--- src/rtl/brc_pkg.sv ---
package brc_pkg;
  localparam logic [2:0] K_CMD   = 3'd0;
  localparam logic [2:0] K_DPOLL = 3'd1;
  localparam logic [2:0] K_EPOLL = 3'd2;
  localparam logic [2:0] K_TERM  = 3'd3;
  localparam logic [2:0] K_IDLE  = 3'd4;

  localparam logic [1:0] C_ACK  = 2'd0;
  localparam logic [1:0] C_BUSY = 2'd1;
  localparam logic [1:0] C_ERRA = 2'd2;
  localparam logic [1:0] C_ERRC = 2'd3;

  localparam logic [1:0] RES_OK    = 2'd0;
  localparam logic [1:0] RES_IO    = 2'd1;
  localparam logic [1:0] RES_NODEV = 2'd2;

  typedef enum logic [2:0] {
    CL_DEAD, CL_CRC, CL_ACK, CL_BUSY, CL_ERRA, CL_ERRC
  } rsp_class_t;

  typedef enum logic [2:0] {
    S_IDLE, S_REQ, S_WAIT, S_GAP, S_DONE
  } brc_state_t;

  // Link loss outranks CRC, CRC outranks the response code.
  function automatic rsp_class_t classify(input logic dead, input logic crc_ok,
                                          input logic [1:0] code);
    if (dead)                classify = CL_DEAD;
    else if (!crc_ok)        classify = CL_CRC;
    else if (code == C_ACK)  classify = CL_ACK;
    else if (code == C_BUSY) classify = CL_BUSY;
    else if (code == C_ERRA) classify = CL_ERRA;
    else                     classify = CL_ERRC;
  endfunction

  function automatic logic clean_ack(input logic dead, input logic crc_ok,
                                     input logic [1:0] code);
    clean_ack = !dead && crc_ok && (code == C_ACK);
  endfunction
endpackage

--- src/rtl/brc_limit_ctr.sv ---
module brc_limit_ctr #(
  parameter int LIM = 3
) (
  input  logic clk,
  input  logic rst_n,
  input  logic clr,
  input  logic inc,
  output logic at_lim_o
);
  localparam int CW = $clog2(LIM + 1);
  logic [CW-1:0] cnt;

  always_ff @(posedge clk or negedge rst_n) begin
    if (!rst_n)               cnt <= '0;
    else if (clr)             cnt <= '0;
    else if (inc && !at_lim_o) cnt <= cnt + 1'b1;
  end

  assign at_lim_o = (cnt >= CW'(LIM));
endmodule

--- src/rtl/brc_idle_chunker.sv ---
module brc_idle_chunker #(
  parameter int W         = 9,
  parameter int CHUNK_MAX = 255
) (
  input  logic         clk,
  input  logic         rst_n,
  input  logic         load,
  input  logic [W-1:0] load_val,
  input  logic         step,
  output logic [7:0]   chunk_o,
  output logic         last_o
);
  logic [W-1:0]   rem;
  logic [W+7:0]   rem_ext;

  assign rem_ext = {8'd0, rem};
  assign last_o  = (rem_ext <= (W+8)'(CHUNK_MAX));
  assign chunk_o = last_o ? rem_ext[7:0] : 8'(CHUNK_MAX);

  always_ff @(posedge clk or negedge rst_n) begin
    if (!rst_n)     rem <= '0;
    else if (load)  rem <= load_val;
    else if (step)  rem <= rem - W'(chunk_o);
  end
endmodule

--- src/rtl/brc_gap_timer.sv ---
module brc_gap_timer #(
  parameter int W = 8
) (
  input  logic         clk,
  input  logic         rst_n,
  input  logic         load,
  input  logic [W-1:0] load_val,
  input  logic         run,
  output logic         expired_o
);
  logic [W-1:0] cnt;

  assign expired_o = (cnt == '0);

  always_ff @(posedge clk or negedge rst_n) begin
    if (!rst_n)                 cnt <= '0;
    else if (load)              cnt <= load_val;
    else if (run && !expired_o) cnt <= cnt - 1'b1;
  end
endmodule

--- src/rtl/bus_retry_ctrl.sv ---
module bus_retry_ctrl #(
  parameter int RLEN_W     = 6,
  parameter int GAP_W      = 8,
  parameter int BUSY_LIM   = 3,
  parameter int CRC_LIM    = 2,
  parameter int RESEND_LIM = 2,
  parameter int DPOLL_CLKS = 300,
  parameter int EPOLL_CLKS = 50
) (
  input  logic              clk,
  input  logic              rst_n,
  input  logic              start_i,
  input  logic [1:0]        slave_i,
  input  logic [RLEN_W-1:0] resp_len_i,
  input  logic [7:0]        send_dly_i,
  input  logic [7:0]        echo_dly_i,
  input  logic [GAP_W-1:0]  resend_wait_i,
  output logic              busy_o,
  output logic              done_o,
  output logic [1:0]        result_o,
  output logic              term_ok_o,
  output logic              frame_req_o,
  output logic [2:0]        frame_kind_o,
  output logic [1:0]        frame_slave_o,
  output logic [RLEN_W-1:0] frame_resp_bits_o,
  output logic [7:0]        idle_bits_o,
  output logic [7:0]        send_dly_o,
  output logic [7:0]        echo_dly_o,
  input  logic              engine_done_i,
  input  logic [1:0]        rsp_code_i,
  input  logic              rsp_crc_ok_i,
  input  logic              rsp_dead_i
);
  import brc_pkg::*;

  localparam int IDLE_MAX = (DPOLL_CLKS > EPOLL_CLKS) ? DPOLL_CLKS : EPOLL_CLKS;
  localparam int IDLE_W   = $clog2(IDLE_MAX + 1);

  brc_state_t        st;
  logic [2:0]        kind, pending;
  logic [RLEN_W-1:0] rlen;
  logic [GAP_W-1:0]  wait_cfg;

  logic busy_at_lim, crc_at_lim, outer_at_lim, gap_expired;
  logic chunk_last;
  logic [7:0] chunk;

  // Named internal events
  logic       start_acc, fin, is_idle, is_term, ev_eval;
  logic       ev_busy, ev_crc_retry, ev_resend, ev_idle_step;
  rsp_class_t cls;

  assign start_acc    = (st == S_IDLE) && start_i;
  assign fin          = (st == S_WAIT) && engine_done_i;
  assign is_idle      = (kind == K_IDLE);
  assign is_term      = (kind == K_TERM);
  assign ev_eval      = fin && !is_idle && !is_term;
  assign cls          = classify(rsp_dead_i, rsp_crc_ok_i, rsp_code_i);
  assign ev_busy      = ev_eval && (cls == CL_BUSY);
  assign ev_crc_retry = ev_eval && (cls == CL_CRC) && !crc_at_lim;
  assign ev_resend    = ev_eval && (cls == CL_ERRC) && !outer_at_lim;
  assign ev_idle_step = fin && is_idle;

  brc_limit_ctr #(.LIM(BUSY_LIM)) u_busy_ctr (
    .clk(clk), .rst_n(rst_n), .clr(start_acc || ev_resend),
    .inc(ev_busy), .at_lim_o(busy_at_lim));

  brc_limit_ctr #(.LIM(CRC_LIM)) u_crc_ctr (
    .clk(clk), .rst_n(rst_n), .clr(start_acc || ev_resend),
    .inc(ev_crc_retry), .at_lim_o(crc_at_lim));

  brc_limit_ctr #(.LIM(RESEND_LIM)) u_resend_ctr (
    .clk(clk), .rst_n(rst_n), .clr(start_acc),
    .inc(ev_resend), .at_lim_o(outer_at_lim));

  brc_idle_chunker #(.W(IDLE_W), .CHUNK_MAX(255)) u_chunker (
    .clk(clk), .rst_n(rst_n),
    .load(ev_busy || ev_crc_retry),
    .load_val(ev_busy ? IDLE_W'(DPOLL_CLKS) : IDLE_W'(EPOLL_CLKS)),
    .step(ev_idle_step), .chunk_o(chunk), .last_o(chunk_last));

  brc_gap_timer #(.W(GAP_W)) u_gap (
    .clk(clk), .rst_n(rst_n),
    .load(ev_resend && (wait_cfg != '0)),
    .load_val(wait_cfg - 1'b1),
    .run(st == S_GAP), .expired_o(gap_expired));

  always_ff @(posedge clk or negedge rst_n) begin
    if (!rst_n) begin
      st            <= S_IDLE;
      kind          <= K_CMD;
      pending       <= K_CMD;
      rlen          <= '0;
      wait_cfg      <= '0;
      frame_slave_o <= '0;
      send_dly_o    <= '0;
      echo_dly_o    <= '0;
      result_o      <= RES_OK;
      term_ok_o     <= 1'b0;
    end else begin
      unique case (st)
        S_IDLE: if (start_i) begin
          frame_slave_o <= slave_i;
          rlen          <= resp_len_i;
          wait_cfg      <= resend_wait_i;
          send_dly_o    <= send_dly_i;
          echo_dly_o    <= echo_dly_i;
          kind          <= K_CMD;
          term_ok_o     <= 1'b0;
          st            <= S_REQ;
        end
        S_REQ: st <= S_WAIT;
        S_WAIT: if (engine_done_i) begin
          if (is_idle) begin
            if (chunk_last) kind <= pending;
            st <= S_REQ;
          end else if (is_term) begin
            term_ok_o <= clean_ack(rsp_dead_i, rsp_crc_ok_i, rsp_code_i);
            result_o  <= RES_IO;
            st        <= S_DONE;
          end else begin
            unique case (cls)
              CL_DEAD: begin result_o <= RES_NODEV; st <= S_DONE; end
              CL_ACK:  begin result_o <= RES_OK;    st <= S_DONE; end
              CL_ERRA: begin result_o <= RES_IO;    st <= S_DONE; end
              CL_CRC: begin
                if (crc_at_lim) begin
                  result_o <= RES_IO; st <= S_DONE;
                end else begin
                  kind <= K_IDLE; pending <= K_EPOLL; st <= S_REQ;
                end
              end
              CL_BUSY: begin
                kind    <= K_IDLE;
                pending <= busy_at_lim ? K_TERM : K_DPOLL;
                st      <= S_REQ;
              end
              default: begin
                if (outer_at_lim) begin
                  result_o <= RES_IO; st <= S_DONE;
                end else begin
                  kind <= K_CMD;
                  st   <= (wait_cfg == '0) ? S_REQ : S_GAP;
                end
              end
            endcase
          end
        end
        S_GAP:  if (gap_expired) st <= S_REQ;
        S_DONE: st <= S_IDLE;
        default: st <= S_IDLE;
      endcase
    end
  end

  assign busy_o            = (st != S_IDLE);
  assign done_o            = (st == S_DONE);
  assign frame_req_o       = (st == S_REQ);
  assign frame_kind_o      = kind;
  assign idle_bits_o       = is_idle ? chunk : 8'd0;
  assign frame_resp_bits_o = (is_idle || is_term) ? '0 : rlen;
endmodule

--- config.mk ---
export PLATFORM = sky130hd
export DESIGN_NAME = bus_retry_ctrl
export DESIGN_NICKNAME = d
export VERILOG_FILES = /design/src/rtl/brc_pkg.sv /design/src/rtl/brc_limit_ctr.sv /design/src/rtl/brc_idle_chunker.sv /design/src/rtl/brc_gap_timer.sv /design/src/rtl/bus_retry_ctrl.sv
export SDC_FILE = /design/constraint.sdc
export NUM_CORES = 1
export LEC_CHECK = 0
export ABC_CLOCK_PERIOD_IN_PS = 3550
export BUFFER_PORTS_ARGS = -buffer_cell sky130_fd_sc_hd__buf_2
export CORE_UTILIZATION = 54
export DETAILED_ROUTE_END_ITERATION = 8
export HOLD_SLACK_MARGIN = 0.15
export PLACE_DENSITY = 0.8
export SYNTH_ARGS = -nofsm -noshare
export SYNTH_HDL_FRONTEND = slang
export SYNTH_SLANG_ARGS = --single-unit
--- constraint.sdc ---
create_clock -name clk -period 3.55 [get_ports clk]
set_input_delay 0.71 -clock clk [delete_from_list [all_inputs] [get_ports clk]]
set_output_delay 0.71 -clock clk [all_outputs]
set_load 0.01 [all_outputs]
==> flow_metrics.py <==
metrics = {
    "status": {
        "status": "finished clean",
    },
    "worst_setup_path": {
        "critical-path-max-stage-delay_ns": 0.64,
        "ff2ff_setup_slack_ns": 0.68,
        "r2r_start": "frame_kind_o[0]$_DFFE_PN0P_",
        "worstPathCellList": "or3b_1 -> nand3_2 -> nor2_1 -> buf_4 -> a22oi_1 -> ha_1 -> inv_1 -> nor3_1 -> nor3b_1 -> xnor2_1 -> mux2i_1",
        "worstRegToRegCells": 11,
        "cp_data_arrival_time_ns": 3.10,
        "crit_path_start": "frame_kind_o[0]$_DFFE_PN0P_",
        "crit_path_end": "u_gap.cnt[6]$_DFFE_PN0P_",
        "endpoint_kind": "flop",
        "cp_max_fo": 16,
        "crit_path_start_kind": "flop",
        "crit_slowest_cell": "or3b_1",
        "required_ns": 3.78,
        "setup.worst_path.class": "reg -> reg",
        "r2r-end": "u_gap.cnt[6]$_DFFE_PN0P_",
    },
    "pwr": {
        "p_total_mw": 3.188,
        "power_density_mw_per_mm2": 777.4,
        "leakagePower_nw": 2.134,
        "irDropWorstVdd_mv": 0.3964,
    },
    "worst_hold_path": {
        "hold_class": "reg -> reg",
    },
    "placement": {
        "port-buffer-count": 80,
        "routabilityCongestion": 0.8576,
        "hpwl_um": 5348,
        "dp_worst_setup_slack_ns": 0.5365,
    },
    "timing": {
        "setup_viol_count_final": 0,
        "finClkSkew_ns": 0.004004,
        "slew_headroom": 0.4590,
        "layout_setup_ws_ns": 0.6766,
        "fin_crit_sh": 0.8094,
        "hold_ws_ns": 0.4657,
        "slew_viol_final": 0,
        "final.setup.tns_ns": 0,
        "worstMarginPinSlew_ns": 0.8115,
        "rsz0062_at_grt": "no",
        "hold_viol": 0,
        "fin_crit_ns": 2.873,
        "fmax_mhz": 348.0,
    },
    "layout": {
        "drive_above_1_share": 0.2406,
        "diodes": 0,
        "nNetsFinal": 520,
        "area_growth_pct": 17.84,
        "fill_cells": 521,
        "final_common_cell": "nand2_1",
        "final_cell_mix": "nand2_1 (122), buf_2 (80), dfrtp_1 (66)",
    },
    "grt": {
        "grt_pass1_vias": 2802,
        "grt_pass1_wl_um": 12820,
        "antenna_found_initial": 0,
        "grt-ovfl-total": 0,
        "grt_max_degree": 67,
        "grt_use_total": 0.2561,
    },
    "synth": {
        "yosys_warnings": 0,
        "synth-simple-area-share": 0.3035,
        "synth-edff-count": 0,
        "yosysUniqueCellTypes": 65,
        "synth_area_mm2": 0.003480,
        "synth_ff_type": "dfrtp_1",
        "synth_xor_area_frac": 0.02769,
        "synthMuxAreaShare": 0.02301,
        "ys_ff_latch": 66,
        "syn_avg_cell_area_um2": 8.721,
        "synth_seq_area_share": 0.4746,
        "syn-instance-count": 399,
        "syn_nets": 444,
        "synthAdderAreaFrac": 0.01798,
        "synth_compound_area_frac": 0.1108,
        "async_flop_share": 1.000,
        "synth_top_family_by_area": "simple AND/OR/NAND/NOR gates",
    },
    "floorplan": {
        "die_y_um": 82.27,
        "core_mm2": 0.006061,
        "die_w_um": 82.27,
        "num_rows": 28,
        "dieArea_mm2": 0.006768,
        "initial_core_util": 0.5741,
        "io_pins": 81,
    },
    "route": {
        "drtPass1Iterations": 4,
        "viasPerCell": 5.454,
        "wl_um": 7702,
        "detail-route-antenna-nets": 0,
        "drc_errors": 0,
        "drt_iter0_drc": 219,
        "wl_per_cell_um": 13.93,
        "num_vias": 3016,
    },
    "clock_network": {
        "numCtsBuffers": 9,
        "clkTransAtPathRegs_ns": 0.07,
        "clock_sinks": 66,
        "post_cts_buffers": 0,
        "insertion_delay_ns": 0.35,
        "htreeDepth": 3,
        "cts_buffer_depth": 2,
        "cts_tree": "done",
        "cts_hold_buf": 0,
        "cts_root_buf": "clkbuf_8",
        "post_cts_resized": 0,
    },
    "flow_run": {
        "cap_violations": 0,
    },
}
## power breakdown
| group | switching, mW | internal [mW] | leakage [nW] | total, mW |
|---|---|---|---|---|
| Sequential | 0.274 | 1.04 | 0.833 | 1.32 |
| Clock | 0.278 | 0.352 | 0.101 | 0.630 |
| Combinational | 0.702 | 0.540 | 1.20 | 1.24 |
| Total | 1.25 | 1.93 | 2.13 | 3.19 |
## critical path, delay by kind of cell (launching register included)
| kind | cells | cell delay (ns) |
|---|---|---|
| and+or+nand+nor | 5 | 1.44 |
| DFF | 1 | 0.43 |
| buffers and inverters | 2 | 0.27 |
| adders and majority gates | 1 | 0.20 |
| AOI/OAI and AO/OA | 1 | 0.19 |
| xor gates and xnor gates | 1 | 0.14 |
| muxes | 1 | 0.08 |
## Yosys cell counts, types with 3 or more instances
master	n	area, um2
a21oi_1	12	60.06
a22oi_1	4	30.03
a31oi_1	3	18.77
and3_1	6	37.54
buf_2	7	35.03
clkbuf_1	10	37.54
dfrtp_1	66	1652
ha_1	5	62.56
inv_1	12	45.04
mux2i_1	8	80.08
nand2_1	122	457.9
nand2b_1	4	25.02
nand3_1	8	40.04
nand3b_1	3	22.52
nand4_1	3	18.77
nor2_1	38	142.6
nor2b_1	4	25.02
nor3_1	11	55.05
nor3b_1	3	22.52
nor4_1	4	25.02
o21ai_0	6	30.03
o31ai_1	3	22.52
xnor2_1	9	78.83
## state kept, by name, summed over array words and instances (netlist names), 3 cells and up
| register | count |
|---|---|
| u_chunker.rem | 9 |
| rlen | 6 |
| u_gap.cnt | 8 |
| st | 3 |
| frame_kind_o | 3 |
| wait_cfg | 8 |
| echo_dly_o | 8 |
| send_dly_o | 8 |
## cell families (layout without fill, tap and decap cells)
logic type,Yosys count,in the layout
multiplexers,8,8
XOR/XNOR,11,11
flip-flops,66,66
buffers and inverters,32,111
adder cells (fa/ha/maj),5,5
AND/OR/NAND/NOR,224,224
AO/OA/AOI/OAI,53,53
## per-stage QoR
stage,utilization,cells,cell area [um2]
2_1_floorplan,-,399,3480
3_3_place_gp,0.6449,539,3909
3_5_place_dp,0.6449,539,3909
4_1_cts,0.6765,553,4100
5_1_grt,0.6765,553,4100
6_report,0.6765,553,4100
## worst min path at each step
stage / slack [ns] / start / depth (start not counted) / endpoint
after global routing: 0.49 / rlen[2]$_DFFE_PN0P_ / 2 / rlen[2]$_DFFE_PN0P_
after floorplan: 0.41 / rst_n / 0 / echo_dly_o[0]$_DFFE_PN0P_
after CTS: 0.47 / rlen[5]$_DFFE_PN0P_ / 2 / rlen[5]$_DFFE_PN0P_
after detailed placement: 0.46 / rlen[3]$_DFFE_PN0P_ / 2 / rlen[3]$_DFFE_PN0P_
after global placement: 0.45 / rlen[3]$_DFFE_PN0P_ / 2 / rlen[3]$_DFFE_PN0P_
final: 0.47 / rlen[4]$_DFFE_PN0P_ / 2 / rlen[4]$_DFFE_PN0P_
## final cells by class
type / count / area [um2] / area share
inverter: 12 / 45.04 / 0.01099
clock inverter: 3 / 40.04 / 0.009765
timing repair buffer: 85 / 437.9 / 0.1068
multi-input combinational: 301 / 1680 / 0.4098
clock buffer: 11 / 151.4 / 0.03692
sequential: 66 / 1652 / 0.4028
tap: 75 / 93.84 / 0.02289
## layer usage
layer  GRT usage  vias to the layer above  part of all wire
met1      0.3431                     1404              0.46
met2      0.3942                      101              0.45
met3     0.06923                       14             0.071
met4      0.1018                        0             0.020
met5           0                        -                 0
li1            -                     1497                 -
Note: power is estimated with default switching activity, not from simulation.
